`src/rtl/xl_place_seq.sv`:
```
module xl_place_seq #(
  parameter int AW = 12,
  parameter int LW = 32
) (
  input  logic          clk,
  input  logic          rst_n,
  input  logic          req_valid,
  input  logic          req_fetch,
  input  logic          req_stable,
  input  logic [AW-1:0] req_addr,
  input  logic          hit_i,
  input  logic          hit_d,
  input  logic          hit_l2,
  input  logic          room_i,
  input  logic          room_d,
  input  logic          room_l2_req,
  input  logic          room_l2_vic,
  input  logic [AW-1:0] vic_i_addr,
  input  logic [AW-1:0] vic_d_addr,
  input  logic [AW-1:0] vic_l2_req_addr,
  input  logic [AW-1:0] vic_l2_vic_addr,
  input  logic [LW-1:0] line_i,
  input  logic [LW-1:0] line_d,
  input  logic [LW-1:0] line_l2,
  output logic          ev_valid,
  output logic [2:0]    ev_code,
  output logic [AW-1:0] ev_addr,
  output logic          req_take,
  output logic          req_recycle,
  output logic          xf_we,
  output logic          xf_free,
  output logic [1:0]    xf_src,
  output logic [1:0]    xf_dst,
  output logic [AW-1:0] xf_addr,
  output logic [LW-1:0] xf_data,
  output logic          xf_done
);
  localparam logic [2:0] EV_DEMAND = 3'd0, EV_DOWN = 3'd1, EV_UP_I = 3'd2,
                         EV_UP_D = 3'd3, EV_REPL = 3'd4;
  localparam logic [1:0] A_I = 2'd0, A_D = 2'd1, A_L2 = 2'd2;

  typedef enum logic [1:0] {S_IDLE, S_XFER, S_DONE} st_t;
  st_t st;

  logic [2:0]    code_q;
  logic [AW-1:0] addr_q;
  logic          evv_q, take_q, recyc_q, we_q;
  logic [1:0]    src_q, dst_q;
  logic [LW-1:0] buf_q;

  wire own_hit   = req_fetch ? hit_i  : hit_d;
  wire wrong_hit = req_fetch ? hit_d  : hit_i;
  wire own_room  = req_fetch ? room_i : room_d;
  wire [AW-1:0] own_vic = req_fetch ? vic_i_addr : vic_d_addr;
  wire [1:0] own_arr   = req_fetch ? A_I : A_D;
  wire [1:0] wrong_arr = req_fetch ? A_D : A_I;

  logic [2:0]    n_code;
  logic [AW-1:0] n_addr;
  logic [1:0]    n_src, n_dst;

  always_comb begin
    n_src = A_L2;
    n_dst = A_L2;
    if (wrong_hit) begin
      if (room_l2_req) begin
        n_code = EV_DOWN; n_addr = req_addr; n_src = wrong_arr;
      end else begin
        n_code = EV_REPL; n_addr = vic_l2_req_addr;
      end
    end else if (own_hit) begin
      n_code = EV_DEMAND; n_addr = req_addr;
    end else if (own_room) begin
      n_addr = req_addr;
      if (hit_l2) begin
        n_code = req_fetch ? EV_UP_I : EV_UP_D; n_dst = own_arr;
      end else begin
        n_code = EV_DEMAND;
      end
    end else begin
      if (room_l2_vic) begin
        n_code = EV_DOWN; n_addr = own_vic; n_src = own_arr;
      end else begin
        n_code = EV_REPL; n_addr = vic_l2_vic_addr;
      end
    end
  end

  wire decide = req_valid && st == S_IDLE && !evv_q && !recyc_q;
  wire go     = decide && req_stable;
  wire is_mv  = n_code == EV_DOWN || n_code == EV_UP_I || n_code == EV_UP_D;

  logic [LW-1:0] src_line;
  always_comb begin
    case (n_src)
      A_I:     src_line = line_i;
      A_D:     src_line = line_d;
      default: src_line = line_l2;
    endcase
  end

  always_ff @(posedge clk) begin
    if (!rst_n) begin
      st      <= S_IDLE;
      evv_q   <= 1'b0;
      take_q  <= 1'b0;
      recyc_q <= 1'b0;
      we_q    <= 1'b0;
      code_q  <= '0;
      addr_q  <= '0;
      src_q   <= '0;
      dst_q   <= '0;
      buf_q   <= '0;
    end else begin
      evv_q   <= go;
      take_q  <= go && n_code == EV_DEMAND;
      recyc_q <= decide && !req_stable;
      case (st)
        S_IDLE: if (go && n_code != EV_DEMAND) st <= S_XFER;
        S_XFER: st <= S_DONE;
        default: st <= S_IDLE;
      endcase
      if (go) begin
        code_q <= n_code;
        addr_q <= n_addr;
        src_q  <= n_src;
        dst_q  <= n_dst;
        we_q   <= is_mv;
        buf_q  <= src_line;
      end
    end
  end

  assign ev_valid    = evv_q;
  assign ev_code     = code_q;
  assign ev_addr     = addr_q;
  assign req_take    = take_q;
  assign req_recycle = recyc_q;
  assign xf_free     = st == S_XFER;
  assign xf_we       = xf_free && we_q;
  assign xf_src      = src_q;
  assign xf_dst      = dst_q;
  assign xf_addr     = addr_q;
  assign xf_data     = buf_q;
  assign xf_done     = st == S_DONE;
endmodule

```
`config.mk`:
```
export PLATFORM = sky130hd
export DESIGN_NAME = xl_place_seq
export DESIGN_NICKNAME = d
export VERILOG_FILES = /design/src/rtl/xl_place_seq.sv
export SDC_FILE = /design/constraint.sdc
export NUM_CORES = 1
export LEC_CHECK = 0
export BUFFER_PORTS_ARGS = -buffer_cell sky130_fd_sc_hd__buf_2
export CAP_MARGIN = 0
export CORE_MARGIN = 2
export CORE_UTILIZATION = 38
export DETAILED_ROUTE_END_ITERATION = 16
export GPL_TIMING_DRIVEN = 0
export PLACE_DENSITY_LB_ADDON = 0.12
export SLEW_MARGIN = 5
export SYNTH_ARGS = -nofsm -noshare
export SYNTH_HDL_FRONTEND = slang
export SYNTH_SLANG_ARGS = --single-unit
```
`constraint.sdc`:
```
create_clock -name clk -period 1.7 [get_ports clk]
set_clock_uncertainty 0.1 [all_clocks]
set_input_delay 0.255 -clock clk [delete_from_list [all_inputs] [get_ports clk]]
set_output_delay 0.255 -clock clk [all_outputs]
set_load 0.01 [all_outputs]
```
* Word level (Yosys, flattened, before mapping)
Index checks and enable logic that the tools add are counted.
** Cells by class
- Reduce and logical (&&, ||, !) cells :: 17
- Eq/ne operators :: 7
- Muxes and demuxes :: 30
** Operator list (count)
- 2-to-1 mux 12 bit :: 6
- case mux 32 bit (2 select lines) :: 1
- 2-to-1 mux 2 bit :: 11
- 2-to-1 mux 3 bit :: 5
- logical AND 1 bit :: 8
- equality test 3 x 2 -> 1 bit (second input constant) :: 2
- 2-to-1 mux 1 bit :: 6
- equality test 2 x 1 -> 1 bit (second input constant) :: 2
- logical NOT 2 bit :: 2
- case mux 2 bit (2 select lines) :: 1
- equality test 3 x 1 -> 1 bit (second input constant) :: 1
- logical NOT 1 bit :: 3
- logical NOT 3 bit :: 1
- nonzero test 3 bit :: 1
- equality test 2 bit (second input constant) :: 1
- logical OR 1 bit :: 2
- != test 2 x 1 -> 1 bit (second input constant) :: 1
** Word-level totals
- Word-level logic and storage cells :: 64
- Bits of input ports :: 168
- Register bits :: 57
- Output and inout port bits :: 69

* Depth between registers and ports, before layout
- Word-level depth :: 9
- Gate-level depth with buffers :: 8
- Mapped depth without buffers :: 5

* Worst setup path before layout
OpenSTA, ideal clock, no wires.
- Path kind :: input to register
- From :: input req_fetch
- To :: register buf_q[21] (netlist: xf_data[21])
- Buffers on the path :: 3
- Required time :: 1.472 ns
- Library setup time :: 0.128 ns
- Path slack :: -0.089 ns
- Stages on the path :: 7
- Data arrival time :: 1.561 ns
- Cells stage by stage :: buf_4 mux2_2 a2bb2oi_2 buf_6 buf_2 a221oi_1 a21oi_1
** On the way
- Word-level cells in the longest chain between the ends :: 7
- Elaborated cells on any way between the ends :: 13
- Classes of those cells :: eq/ne (1); mux (11); reduce/logical (1)
** Ends and longest elaborated chain
- start, declared :: line 8 : input logic req_fetch,
- 2-to-1 mux 1 bit :: line 55 : wire [1:0] own_arr = req_fetch ? A_I : A_D;
- 2-to-1 mux 2 bit :: line 81 : if (room_l2_vic) begin
- 2-to-1 mux 2 bit :: line 73 : end else if (own_room) begin
- 2-to-1 mux 2 bit :: line 71 : end else if (own_hit) begin
- 2-to-1 mux 2 bit (*) :: line 65 : if (wrong_hit) begin
- equality test 2 x 1 -> 1 bit / logical NOT 2 bit (equally long branches) :: line 95 : case (n_src)
- case mux 32 bit (2 select lines) (*) :: line 95
- end signal, assigned :: line 129 : buf_q <= src_line;
- end, declared :: line 49 : logic [LW-1:0] buf_q;
Mark *: on every way between the ends. The rest lies on a longest branch, timed or not.
A chain may end at the register's enable or synchronous reset.

* Worst setup path after layout
- From :: input hit_d
- To :: register addr_q[7] (netlist: ev_addr[7])
** On the way
- Word-level cells in the longest chain between the ends :: 3
- Elaborated cells on any way between the ends :: 4
- Classes of those cells :: mux (4)
** Ends and longest elaborated chain
- start, declared :: line 12 : input logic hit_d,
- 2-to-1 mux 1 bit :: line 51 : wire own_hit = req_fetch ? hit_i : hit_d;
- 2-to-1 mux 12 bit :: line 71
- 2-to-1 mux 12 bit (*) :: line 65
- end signal, assigned :: line 125 : addr_q <= n_addr;
- end, declared :: line 46 : logic [AW-1:0] addr_q;
Marked as above.

==> flow_metrics.tcl <==
set metrics [dict create \
    finalMaxSlewViolations 0 \
    num_rows 34 \
    crit_fanout 10 \
    portBuffers 232 \
    antenna_found_initial 0 \
    grt-busiest-layer "met2" \
    clock_latency_ps 340 \
    max_freq_mhz 581 \
    synth_cell_type_count 48 \
    vias_per_cell 5.58 \
    ys_warn_count 0 \
    first_global_vias 4252 \
    hold_violations 0 \
    ys_seq_elements 57 \
    dp_cells 730 \
    worstSetupPathType "in -> reg" \
    worstHoldEndpoint "xf_data[5]$_SDFFE_PN0P_" \
    worstPathArrival_ps 1860 \
    syn_nets 558 \
    pre_cts_ws_ps -435 \
    hp-start "line_i[5]" \
    place_area_mm2 0.00478 \
    dr.pass1.iters 4 \
    relSlewSlack 0.594 \
    syn_avg_cell_area_um2 8.61 \
    finalCriticalPeriod_ps 1720 \
    tightest_slew_ps 604 \
    synth_seq_area_share 0.340 \
    syn_to_final_growth_pct 59.9 \
    final_cell_area_mm2 0.00537 \
    synthSimpleGateAreaFrac 0.182 \
    nFillCells 795 \
    grt_use_met2 0.443 \
    routed_wirelength_mm 12.9 \
    vias 4229 \
    antenna_cells 0 \
    htree_levels 3 \
    whs_ps 43.8 \
    seqPwrFrac 0.366 \
    synth_edf_count 0 \
    power.internal_w 0.00285 \
    p_per_area_mw_per_mm2 752 \
    ant_nets 0 \
    grtUsageMet3 0.0587 \
    rsz0062_at_grt "true" \
    synth_area_mm2 0.00336 \
    required_ps 1840 \
    finalNetCount 813 \
    crit_slowest_cell "a221oi_1" \
    gr-usage-met1 0.315 \
    power_frac_comb 0.279 \
    peakVddDrop_uv 299 \
    cts_root_buf "clkbuf_8" \
    synth-xor-area-share 0 \
    worstSetupStartpoint "hit_d" \
    dieArea_mm2 0.00960 \
    routedWlPerCell_um 17.1 \
    r2r_slack_ps -10 \
    drt_iter0_markers 105 \
    cts-buffers-inserted 9 \
    synth_ff_type "dfxtp_1" \
    finalNonFillerCells 758 \
    worst_path_largest_cell_delay_ps 420 \
    ios 237 \
    failed_checks "setup timing" \
    core_area_mm2 0.00864 \
    p_switching_w 0.00119 \
    grtUsageTotal 0.259 \
    layout_common_cells "buf_2 (237), dfxtp_1 (56), nand3_1 (47)" \
    finalSetupViolations 3 \
    status "finished with violations" \
    cp-end-kind "flip-flop" \
    initial_core_util 0.389 \
    leakagePower_nw 2.57 \
    synthArstFlopShare 0 \
    reg2reg_depth 6 \
    cts_sinks 57 \
    reg2reg_from "st[0]$_SDFFE_PN0P_" \
    synth_mux_area_frac 0.0529 \
    final_common_cell "buf_2" \
    grt_max_degree 11 \
    fin_crit_sh 1.01 \
    reg2reg_to "xf_data[7]$_SDFFE_PN0P_" \
    synthesis.instances 390 \
    layout-drive-gt1-share 0.534 \
    synth_top_family_by_area "compound AO/OA/AOI/OAI gates" \
    clk_pin_slew_ps 70 \
    seq_area_mm2 0.00114 \
    die_h_um 98.0 \
    synth-compound-area-share 0.328 \
    grt-ovfl-total 0 \
    holdPathStages 2 \
    die_x_um 98.0 \
    multiInputGateArea_mm2 0.00208 \
    gp_congestion 0.863 \
    grt_pass1_wl_mm 20.3 \
    synthAdderAreaFrac 0 \
    cap_violations 0 \
    cts_tree "yes" \
    hold_path.class "in -> reg" \
    pwr-share-clk 0.355 \
    setup.worst_path.start_class "input pin" \
    swShare 0.296 \
    clk_path_buf_depth 2 \
    path_delay_family "compound AO/OA/AOI/OAI gates" \
    setup_ws_ps -21.7 \
    crit_buf_inv 3 \
    dp_hpwl_mm 9.84 \
    drc 0 \
    crit_chain "buf_2 -> buf_6 -> or3_1 -> buf_4 -> a221oi_1 -> a211oi_1 -> o41ai_1" \
    fin_util 0.622 \
]
[stage by stage]
step	power, W	TNS (ps)
floorplan	0.00206	-835
global placement	0.00249	-17190
detailed placement	0.00251	-18690
CTS	0.00396	0
global route	0.00422	-2090
finish	0.00404	-30.7
[synth_stat cells (2+ instances only)]
master / count / area, um^2
o41ai_1: 6 / 52.6
a221oi_1: 25 / 219
a21oi_1: 24 / 120
nor2b_1: 4 / 25.0
and3_1: 8 / 50.1
buf_6: 3 / 33.8
nand3_1: 48 / 240
a221o_1: 7 / 70.1
buf_2: 15 / 75.1
clkbuf_1: 18 / 67.6
a2bb2oi_1: 14 / 123
and2_1: 9 / 56.3
nor2_1: 14 / 52.6
a211oi_1: 15 / 113
nand4_1: 8 / 50.1
a22oi_1: 6 / 45.0
o2bb2ai_1: 7 / 61.3
o211ai_1: 7 / 52.6
a31oi_1: 5 / 31.3
inv_1: 2 / 7.51
dfxtp_1: 57 / 1140
mux2_2: 3 / 33.8
mux2i_1: 13 / 130
nor3_1: 4 / 20.0
nand2_1: 4 / 15.0
buf_4: 18 / 135
o21ai_0: 25 / 125
[worst max-delay path by stage]
stage,to,slack [ps],cells after the start
floorplan,xf_data[0]$_SDFFE_PN0P_,-50,5
global placement,xf_data[3]$_SDFFE_PN0P_,-400,5
detailed placement,xf_dst[0]$_SDFFE_PN0P_,-430,5
CTS,xf_dst[0]$_SDFFE_PN0P_,20,7
global route,xf_data[29]$_SDFFE_PN0P_,-80,7
finish,ev_addr[7]$_SDFFE_PN0P_,-20,7
[what timing repair did]
action	in CTS	in global routing
resized for setup	20	44
cloned	1	2
setup endpoints to repair	55	51
hold endpoints to repair	1	0
hold buffers	1	0
buffers inserted	3	6
pin swaps	2	2
[state kept, by name (all words and copies together) (netlist names)]
register     count
we_q             1
xf_src           2
st               2
ev_valid         1
xf_dst           2
req_recycle      1
ev_addr         12
ev_code          3
xf_data         32
req_take         1
[cells by family (layout without fill, tap and decap cells)]
| family | Yosys count | in the layout |
|---|---|---|
| simple gates | 109 | 109 |
| flops | 57 | 57 |
| compound gates | 149 | 149 |
| mux | 17 | 17 |
| buf+inv | 58 | 318 |
[area by class of cell]
cell class	instances	area share
Clock inverter	5	0.0147
Clock buffer	11	0.0263
Tap cell	108	0.0252
Timing Repair Buffer	245	0.248
Inverter	3	0.00210
Multi-Input combinational cell	275	0.388
Sequential cell	57	0.213
Buffer	54	0.0827
[power by group through the flow]
| stage | clock network (W) | registers (W) | logic [W] |
|---|---|---|---|
| final | 0.00143 | 0.00148 | 0.00113 |
| after global routing | 0.00151 | 0.00149 | 0.00122 |
| after CTS | 0.00145 | 0.00148 | 0.00104 |
| after detailed placement | 0 | 0.00151 | 0.000999 |
| after global placement | 0 | 0.00150 | 0.000985 |
| after floorplan | 0 | 0.00155 | 0.000511 |
[layer usage]
layer | part of all wire | wire length, um
met4 | 0.020 | 264
met3 | 0.078 | 1010
met2 | 0.49 | 6380
met1 | 0.41 | 5290
met5 | 0 | 0
Note: power is estimated with default switching activity, not from simulation.
